[src/rtl/mbx_pkg.sv]
package mbx_pkg;
   // Side indices used to pick per-side structure.
   localparam int unsigned NUM_SIDES = 2;
   localparam int unsigned SIDE_LT   = 0;
   localparam int unsigned SIDE_RT   = 1;

   // Qualified mailbox events decoded from one side's access.
   typedef struct packed {
      logic post;   // write to the peer's mailbox, not blocked by busy
      logic take;   // read of the own mailbox, not blocked by busy
   } mbx_evt_t;
endpackage

[src/rtl/mbx_port_dec.sv]
module mbx_port_dec
   import mbx_pkg::*;
#(
   parameter int unsigned           ADDR_W    = 15,
   parameter logic [ADDR_W-1:0]     OWN_ADDR  = '1,
   parameter logic [ADDR_W-1:0]     PEER_ADDR = '0
) (
   input  logic              en_n,
   input  logic              wr_n,
   input  logic              oe_n,
   input  logic [ADDR_W-1:0] addr,
   input  logic              busy_n,
   output mbx_evt_t          evt
);
   logic wr_cyc;
   logic rd_cyc;
   logic hit_own;
   logic hit_peer;

   always_comb begin
      wr_cyc   = !en_n && !wr_n;
      rd_cyc   = !en_n &&  wr_n && !oe_n;
      hit_own  = (addr == OWN_ADDR);
      hit_peer = (addr == PEER_ADDR);
      evt.post = wr_cyc && hit_peer && busy_n;
      evt.take = rd_cyc && hit_own  && busy_n;
   end
endmodule

[src/rtl/mbx_flag.sv]
module mbx_flag (
   input  logic clk,
   input  logic rst_n,
   input  logic set,
   input  logic clr,
   output logic flag_q
);
   always_ff @(posedge clk) begin
      if (!rst_n)
         flag_q <= 1'b0;
      else if (set)
         flag_q <= 1'b1;   // raise wins over a coincident pickup
      else if (clr)
         flag_q <= 1'b0;
   end
endmodule

[src/rtl/mbx_irq_ctrl.sv]
module mbx_irq_ctrl
   import mbx_pkg::*;
#(
   parameter int unsigned ADDR_W = 15
) (
   input  logic              clk,
   input  logic              rst_n,
   input  logic              lt_en_n,
   input  logic              lt_wr_n,
   input  logic              lt_oe_n,
   input  logic [ADDR_W-1:0] lt_addr,
   input  logic              lt_busy_n,
   input  logic              rt_en_n,
   input  logic              rt_wr_n,
   input  logic              rt_oe_n,
   input  logic [ADDR_W-1:0] rt_addr,
   input  logic              rt_busy_n,
   output logic              lt_irq_n,
   output logic              rt_irq_n
);
   localparam logic [ADDR_W-1:0] RT_BOX = {ADDR_W{1'b1}};
   localparam logic [ADDR_W-1:0] LT_BOX = {{(ADDR_W-1){1'b1}}, 1'b0};

   generate
      if (ADDR_W < 2) begin : g_bad_width
         $error("mbx_irq_ctrl: ADDR_W must be at least 2 to hold two mailboxes");
      end
   endgenerate

   logic [NUM_SIDES-1:0] en_n_v;
   logic [NUM_SIDES-1:0] wr_n_v;
   logic [NUM_SIDES-1:0] oe_n_v;
   logic [NUM_SIDES-1:0] busy_n_v;
   logic [ADDR_W-1:0]    addr_v [NUM_SIDES];
   mbx_evt_t             evt_v  [NUM_SIDES];
   logic [NUM_SIDES-1:0] flag_v;

   always_comb begin
      en_n_v[SIDE_LT]   = lt_en_n;
      en_n_v[SIDE_RT]   = rt_en_n;
      wr_n_v[SIDE_LT]   = lt_wr_n;
      wr_n_v[SIDE_RT]   = rt_wr_n;
      oe_n_v[SIDE_LT]   = lt_oe_n;
      oe_n_v[SIDE_RT]   = rt_oe_n;
      busy_n_v[SIDE_LT] = lt_busy_n;
      busy_n_v[SIDE_RT] = rt_busy_n;
      addr_v[SIDE_LT]   = lt_addr;
      addr_v[SIDE_RT]   = rt_addr;
   end

   genvar g;
   generate
      for (g = 0; g < NUM_SIDES; g++) begin : g_side
         localparam logic [ADDR_W-1:0] OWN  = (g == SIDE_LT) ? LT_BOX : RT_BOX;
         localparam logic [ADDR_W-1:0] PEER = (g == SIDE_LT) ? RT_BOX : LT_BOX;
         localparam int unsigned       OTHER = NUM_SIDES - 1 - g;

         mbx_port_dec #(
            .ADDR_W    (ADDR_W),
            .OWN_ADDR  (OWN),
            .PEER_ADDR (PEER)
         ) i_dec (
            .en_n   (en_n_v[g]),
            .wr_n   (wr_n_v[g]),
            .oe_n   (oe_n_v[g]),
            .addr   (addr_v[g]),
            .busy_n (busy_n_v[g]),
            .evt    (evt_v[g])
         );

         // Flag g is raised by the other side's post and cleared by own take.
         mbx_flag i_flag (
            .clk    (clk),
            .rst_n  (rst_n),
            .set    (evt_v[OTHER].post),
            .clr    (evt_v[g].take),
            .flag_q (flag_v[g])
         );
      end
   endgenerate

   assign lt_irq_n = ~flag_v[SIDE_LT];
   assign rt_irq_n = ~flag_v[SIDE_RT];
endmodule

[config.mk]
export PLATFORM = sky130hd
export DESIGN_NAME = mbx_irq_ctrl
export DESIGN_NICKNAME = d
export VERILOG_FILES = /design/src/rtl/mbx_pkg.sv /design/src/rtl/mbx_port_dec.sv /design/src/rtl/mbx_flag.sv /design/src/rtl/mbx_irq_ctrl.sv
export SDC_FILE = /design/constraint.sdc
export NUM_CORES = 1
export LEC_CHECK = 0
export ABC_AREA = 0
export BUFFER_PORTS_ARGS = -buffer_cell sky130_fd_sc_hd__buf_2
export CAP_MARGIN = 25
export CORE_AREA = 2 2 39 41
export DETAILED_ROUTE_END_ITERATION = 6
export DIE_AREA = 0 0 41 43
export PLACE_DENSITY_LB_ADDON = 0.12
export SLEW_MARGIN = 20
export SYNTH_ARGS = -nofsm -noshare
export SYNTH_HDL_FRONTEND = slang
export SYNTH_SLANG_ARGS = --single-unit
[constraint.sdc]
create_clock -name clk -period 1.4 [get_ports clk]
set_clock_uncertainty 0.2 [all_clocks]
set_input_delay 0.35 -clock clk [delete_from_list [all_inputs] [get_ports clk]]
set_output_delay 0.35 -clock clk [all_outputs]
set_load 0.02 [all_outputs]
Yosys cells after proc, flatten, opt, wreduce, memory -nomap -nowiden
Index checks and enable logic that the tools add are counted.

$add $sub $neg: 0. Multiply operators: 0. Divide/modulo/power cells: 0. $lt $le $gt $ge: 0. Equal/unequal tests: 4. Shift operators: 0. Muxes and demuxes: 4. Bitwise gates (word level): 2. Reduce and logical (&&, ||, !) cells: 22.

Operators by type and width (number): $eq A15 B15 Y1 const B (4); $logic_and A1 B1 Y1 (14); $logic_not A1 Y1 (6); $mux W1 (4); $reduce_bool A2 Y1 (2); $not A1 Y1 (2).

Bits in registers: 2. Latch bits: 0. Memory bits (writable): 0. Bits in read-only memories: 0. Word-level logic and storage cells: 34. Memories: 0.

Depth between registers and ports, before layout
Depth after elaboration: 7. Mapped depth: 4. Gate-level depth less buffers: 4.

By module
A second synthesis with hierarchy kept.

Cells, all modules: 23. Area total of the unflattened synthesis: 198.9 µm².

By module, submodules not included: mbx_flag (times used 2, cells an instance 3, area each 41.3 µm², sequential area each 20.0 µm²); mbx_port_dec (g_side[1].i_dec) (times used 1, cells an instance 7, area each 56.3 µm², sequential area each 0.0 µm²); mbx_port_dec (g_side[0].i_dec) (times used 1, cells an instance 8, area each 52.6 µm², sequential area each 0.0 µm²); mbx_irq_ctrl (times used 1, cells an instance 2, area each 7.5 µm², sequential area each 0.0 µm²).

Worst setup path after synthesis
OpenSTA, ideal clock, no wires.

Kind: in2reg. Start point: input port lt_en_n. End point: register g_side[0].i_flag.flag_q. Library setup time: 0.116 ns. Arrival: 1.129 ns. Required time: 1.084 ns. Slack: -0.045 ns. Stages: 4. Path buffers: 0. Cell sequence: nand4b_1 > nor4_2 > a31oi_1 > a31o_2.

Word-level cells in the longest chain between the ends: 6.

Ends and longest elaborated chain: from (decl) (line mbx_irq_ctrl.sv:8) `input logic lt_en_n,`; $logic_not A1 Y1 (line mbx_port_dec.sv:22) `rd_cyc = !en_n && wr_n && !oe_n;`; $logic_and A1 B1 Y1 (2 in a row) (line mbx_port_dec.sv:22); $logic_and A1 B1 Y1 (2 in a row) (line mbx_port_dec.sv:26) `evt.take = rd_cyc && hit_own && busy_n;`; $reduce_bool A2 Y1 (no line); to (signal assigned) (line mbx_flag.sv:10) `flag_q <= 1'b0;`; to (signal assigned) (line mbx_flag.sv:12) `flag_q <= 1'b1;`; to (signal assigned) (line mbx_flag.sv:14) `flag_q <= 1'b0;`; to (decl) (line mbx_flag.sv:6) `output logic flag_q`.

Every way passes these cells. A chain may end at the register's enable or synchronous reset.

Worst setup path after layout
Ends and elaborated chain as after synthesis.

==> results by stage <==
Flow run:
- Max-cap violations in this run came to 0.

Worst setup path:
- Of all nets on the critical path, the largest fanout is 2.
- The startpoint type of the worst setup path is a primary input.
- The data arrival at the endpoint of the critical path is 1.29 ns.
- The type of element capturing the critical path is a flip-flop.
- The required time of the worst setup path is 1.31 ns.
- Walking the worst path, the cells encountered are buf_6 -> nand4b_1 -> nor4_2 -> a31oi_1 -> a31o_2.
- Together, buffers and inverters on the worst path number 1.
- The worst setup path is of the primary input to flip-flop kind.
- The slowest stage cell on the critical path is nor4_2.
- The family with the most delay on the worst path is simple AND/OR/NAND/NOR gates.
- In this design, the stage delay of the slowest critical-path cell is 0.33 ns.

Placement:
- After detailed placement, the design holds a cell count of 82.
- The cell area reported after detailed placement is 420 um2.
- The count of input and output buffers is 41.
- The congestion estimate from routability-driven global placement came to 0.625.

Drt:
- Once detail routing completed, the nets flagged for antenna violations numbered 0.
- The routed via count divided by cell count is 4.28.
- The number of optimization iterations in the first detailed-route pass is 3.
- Dividing the detail-routed wire length by the instance count gives 8.24 um.
- For this block, the via count after detailed routing is 368.
- For this run, design rule violations remaining after detail routing come to 0.
- The DRC violation total after the first TritonRoute iteration is 5.
- The total routed wirelength is 709 um.

STA:
- The upper clock frequency limit is 724 MHz.
- The number of hold violations in the final report is 0.
- The shortest period the worst path allows is 1.38 ns.
- Setup repair after global routing could not meet its margin everywhere.
- The worst slew margin relative to its limit is 82.6%.
- For the pin with the worst max-slew slack, the measured transition is 0.259 ns.
- Setup violations remaining at the end of the flow were counted as 0.
- The final cycle utilization of the critical path is 98.6%.
- The number of pins with negative max-slew slack in the final report is 0.

Final layout:
- The number of nets in the final layout is 112.
- The number of standard cells in the layout, taps in and fillers out is 86.
- The area growth from synthesis to layout is 153%.
- The most flop-heavy register is g_side.i_flag.flag_q.
- The repair_antennas step left the layout with diodes totalling 0.
- The final non-filler cell area is 457 um2.
- The share of post-route cells with drive strength above 1 is 71.4%.
- The largest registers in the layout are g_side.i_flag.flag_q (2).
- The number of flip-flops in the largest register is 2.

Power:
- The peak supply drop is 209 uV.
- After layout, the design draws a total of 0.245 mW.
- The static power due to leakage is 0.229 nW.
- The power density over cell area is 536 nW/um2.

Yosys:
- The mux cell area share after synthesis is 0%.
- The number of synthesis warnings is 0.
- Counting flops and latches in the post-synthesis netlist gives 2.
- The portion of the post-synthesis area used by sequential elements is 22.2%.
- Summing every instance area after synthesis gives 180 um2.
- The post-synthesis share of cell area spent on xor and xnor gates is 0%.
- Counting instances in the post-synthesis netlist gives the leading cell types as nand4_1 (6), nand4b_1 (3), nor2_1 (3).
- In this run, synthesis inferred 0 flip-flops with an integrated enable.
- In the synthesized netlist the dominant register cell turns out to be dfxtp_1.
- The post-synthesis area per instance is 7.83 um2.
- The main combinational cell family by area after synthesis is simple AND/OR/NAND/NOR gates.
- Summed over all instances, the cell type with the most area after synthesis is dfxtp_1.
- The adder-cell area share of the yosys netlist is 0%.
- The most common cell in the synthesized netlist is nand4_1.
- The post-synthesis compound-gate area fraction is 13.9%.
- After technology mapping, the gate count stands at 23.
- After Yosys synthesis, and, or, nand and nor cells account for 59.7% of the synthesized area.
- The number of different library cells used by synthesis comes to 10.
- Of all flip-flops after synthesis, the portion carrying an async set or reset was 0%.
- The area share of the largest cell type after synthesis is 22.2%.
- The net count after synthesis is 63.
- Yosys attributes the largest share of cell area to dfxtp_1 (22%), nand4_1 (21%), nand4b_1 (15%), nor4_2 (14%), nor2_1 (6.3%).

Clock network:
- The hold buffer count at CTS is 0.
- The clock-pin transition on the worst setup and hold timing paths is 0.03 ns.
- In this run, CTS created clock tree buffers numbering 3.
- TritonCTS built the clock tree.
- The total number of clock tree sinks is 2.
- The latest clock arrival within the worst-skew pair is 0.22 ns.
- The clock passes through at most 2 buffers.
- CTS built an H-tree with a depth of 1.
- The root buffer cell chosen for the clock tree is clkbuf_4.

GRT:
- The number of antenna violations at the first check in global routing is 0.
- The global-route wire length before repair is 945 um.
- The pin count of the biggest net entering global routing is 5.
- Global routing consumed, over all layers together, 7.92% of the routing resources.
- The via count of the first global-routing pass is 313.
- Global routing finished with a remaining overflow of 0.

Min path:
- The class of the worst hold path is primary input to flip-flop.

Floorplan:
- The die height is 43 um.
- The initial standard-cell utilization of the core is 13.0%.
- The floorplan step defined a die boundary enclosing 1760 um2.
- The number of cell rows is 14.
- The die is 41 um wide.
- The core region is 1380 um2.
- For this design the top-level I/O count stands at 42.

Status:
- The run finished with clean final reports.
## worst paths after layout
check                           slack, ns                            startpoint  cells past startpoint                                    to
worst max register to register       0.48  g_side[0].i_flag.flag_q$_SDFFE_PN0P_                      3  g_side[0].i_flag.flag_q$_SDFFE_PN0P_
worst min-delay path                 0.21                                 rst_n                      2  g_side[0].i_flag.flag_q$_SDFFE_PN0P_
worst max-delay path                 0.02                               lt_en_n                      5  g_side[0].i_flag.flag_q$_SDFFE_PN0P_
worst min register to register       0.29  g_side[1].i_flag.flag_q$_SDFFE_PN0P_                      1  g_side[1].i_flag.flag_q$_SDFFE_PN0P_
## cells by family (layout without fill, tap and decap cells)
family                 Yosys count  in the layout
DFF                              2              2
buffers and inverters            2             49
AOI/OAI and AO/OA                3              3
and+or+nand+nor                 16             16
## area by class of cell
class,count,area [um2]
clock buffers,3,22.5
fillers,152,927
inverters,2,7.51
multi-input cells,19,133
flip-flops and latches,2,40.0
well taps,16,20.0
repair buffers,44,234
## per-layer routing
metal	vias up	wire length (um)	global-route usage, %
met5	-	0	0
met4	0	0	6.00
met3	0	131	1.57
met2	32	313	14.7
met1	145	264	6.39
li1	191	-	-
## cells in the final DEF, fill, tap and decap left out
cell / synthesis / final
nor4_2: 2 / 2
a32o_1: 1 / 1
buf_6: 0 / 1
nand4_1: 6 / 6
nand4b_1: 3 / 3
nor2_1: 3 / 3
dfxtp_1: 2 / 2
buf_4: 0 / 3
buf_2: 0 / 40
clkbuf_4: 0 / 3
inv_1: 2 / 2
a31o_2: 1 / 1
nand2_1: 2 / 2
a31oi_1: 1 / 1
## what timing repair did
action | in CTS | in global routing
setup buffers | 0 | 1
resized for setup | 0 | 1
endpoints found under the setup margin | 0 | 2
## worst register-to-register path, stage by stage (launching register included)
cell	delay [ns]
dfxtp_1	0.30
nand2_1	0.05
a31oi_1	0.04
a31o_2	0.22
## report_power, final
| part | total, mW | leakage, nW | switching, mW | internal (mW) |
|---|---|---|---|---|
| logic | 0.0649 | 0.199 | 0.0208 | 0.0441 |
| clock network | 0.122 | 0.0138 | 0.0282 | 0.0942 |
| registers | 0.0575 | 0.0161 | 0.000000222 | 0.0575 |
| total | 0.245 | 0.229 | 0.0490 | 0.196 |
## through the flow
step | worst slack (ns) | utilization [%] | TNS [ns] | hold WS, ns
global placement | -0.192 | 30.4 | -0.304 | 0.292
global route | -0.0558 | 33.0 | -0.0633 | 0.212
floorplan | -0.00888 | - | -0.00888 | 0.269
detailed placement | -0.202 | 30.4 | -0.343 | 0.291
CTS | 0.0291 | 32.0 | 0 | 0.207
finish | 0.0196 | 33.0 | 0 | 0.212
Note: power is estimated with default switching activity, not from simulation.
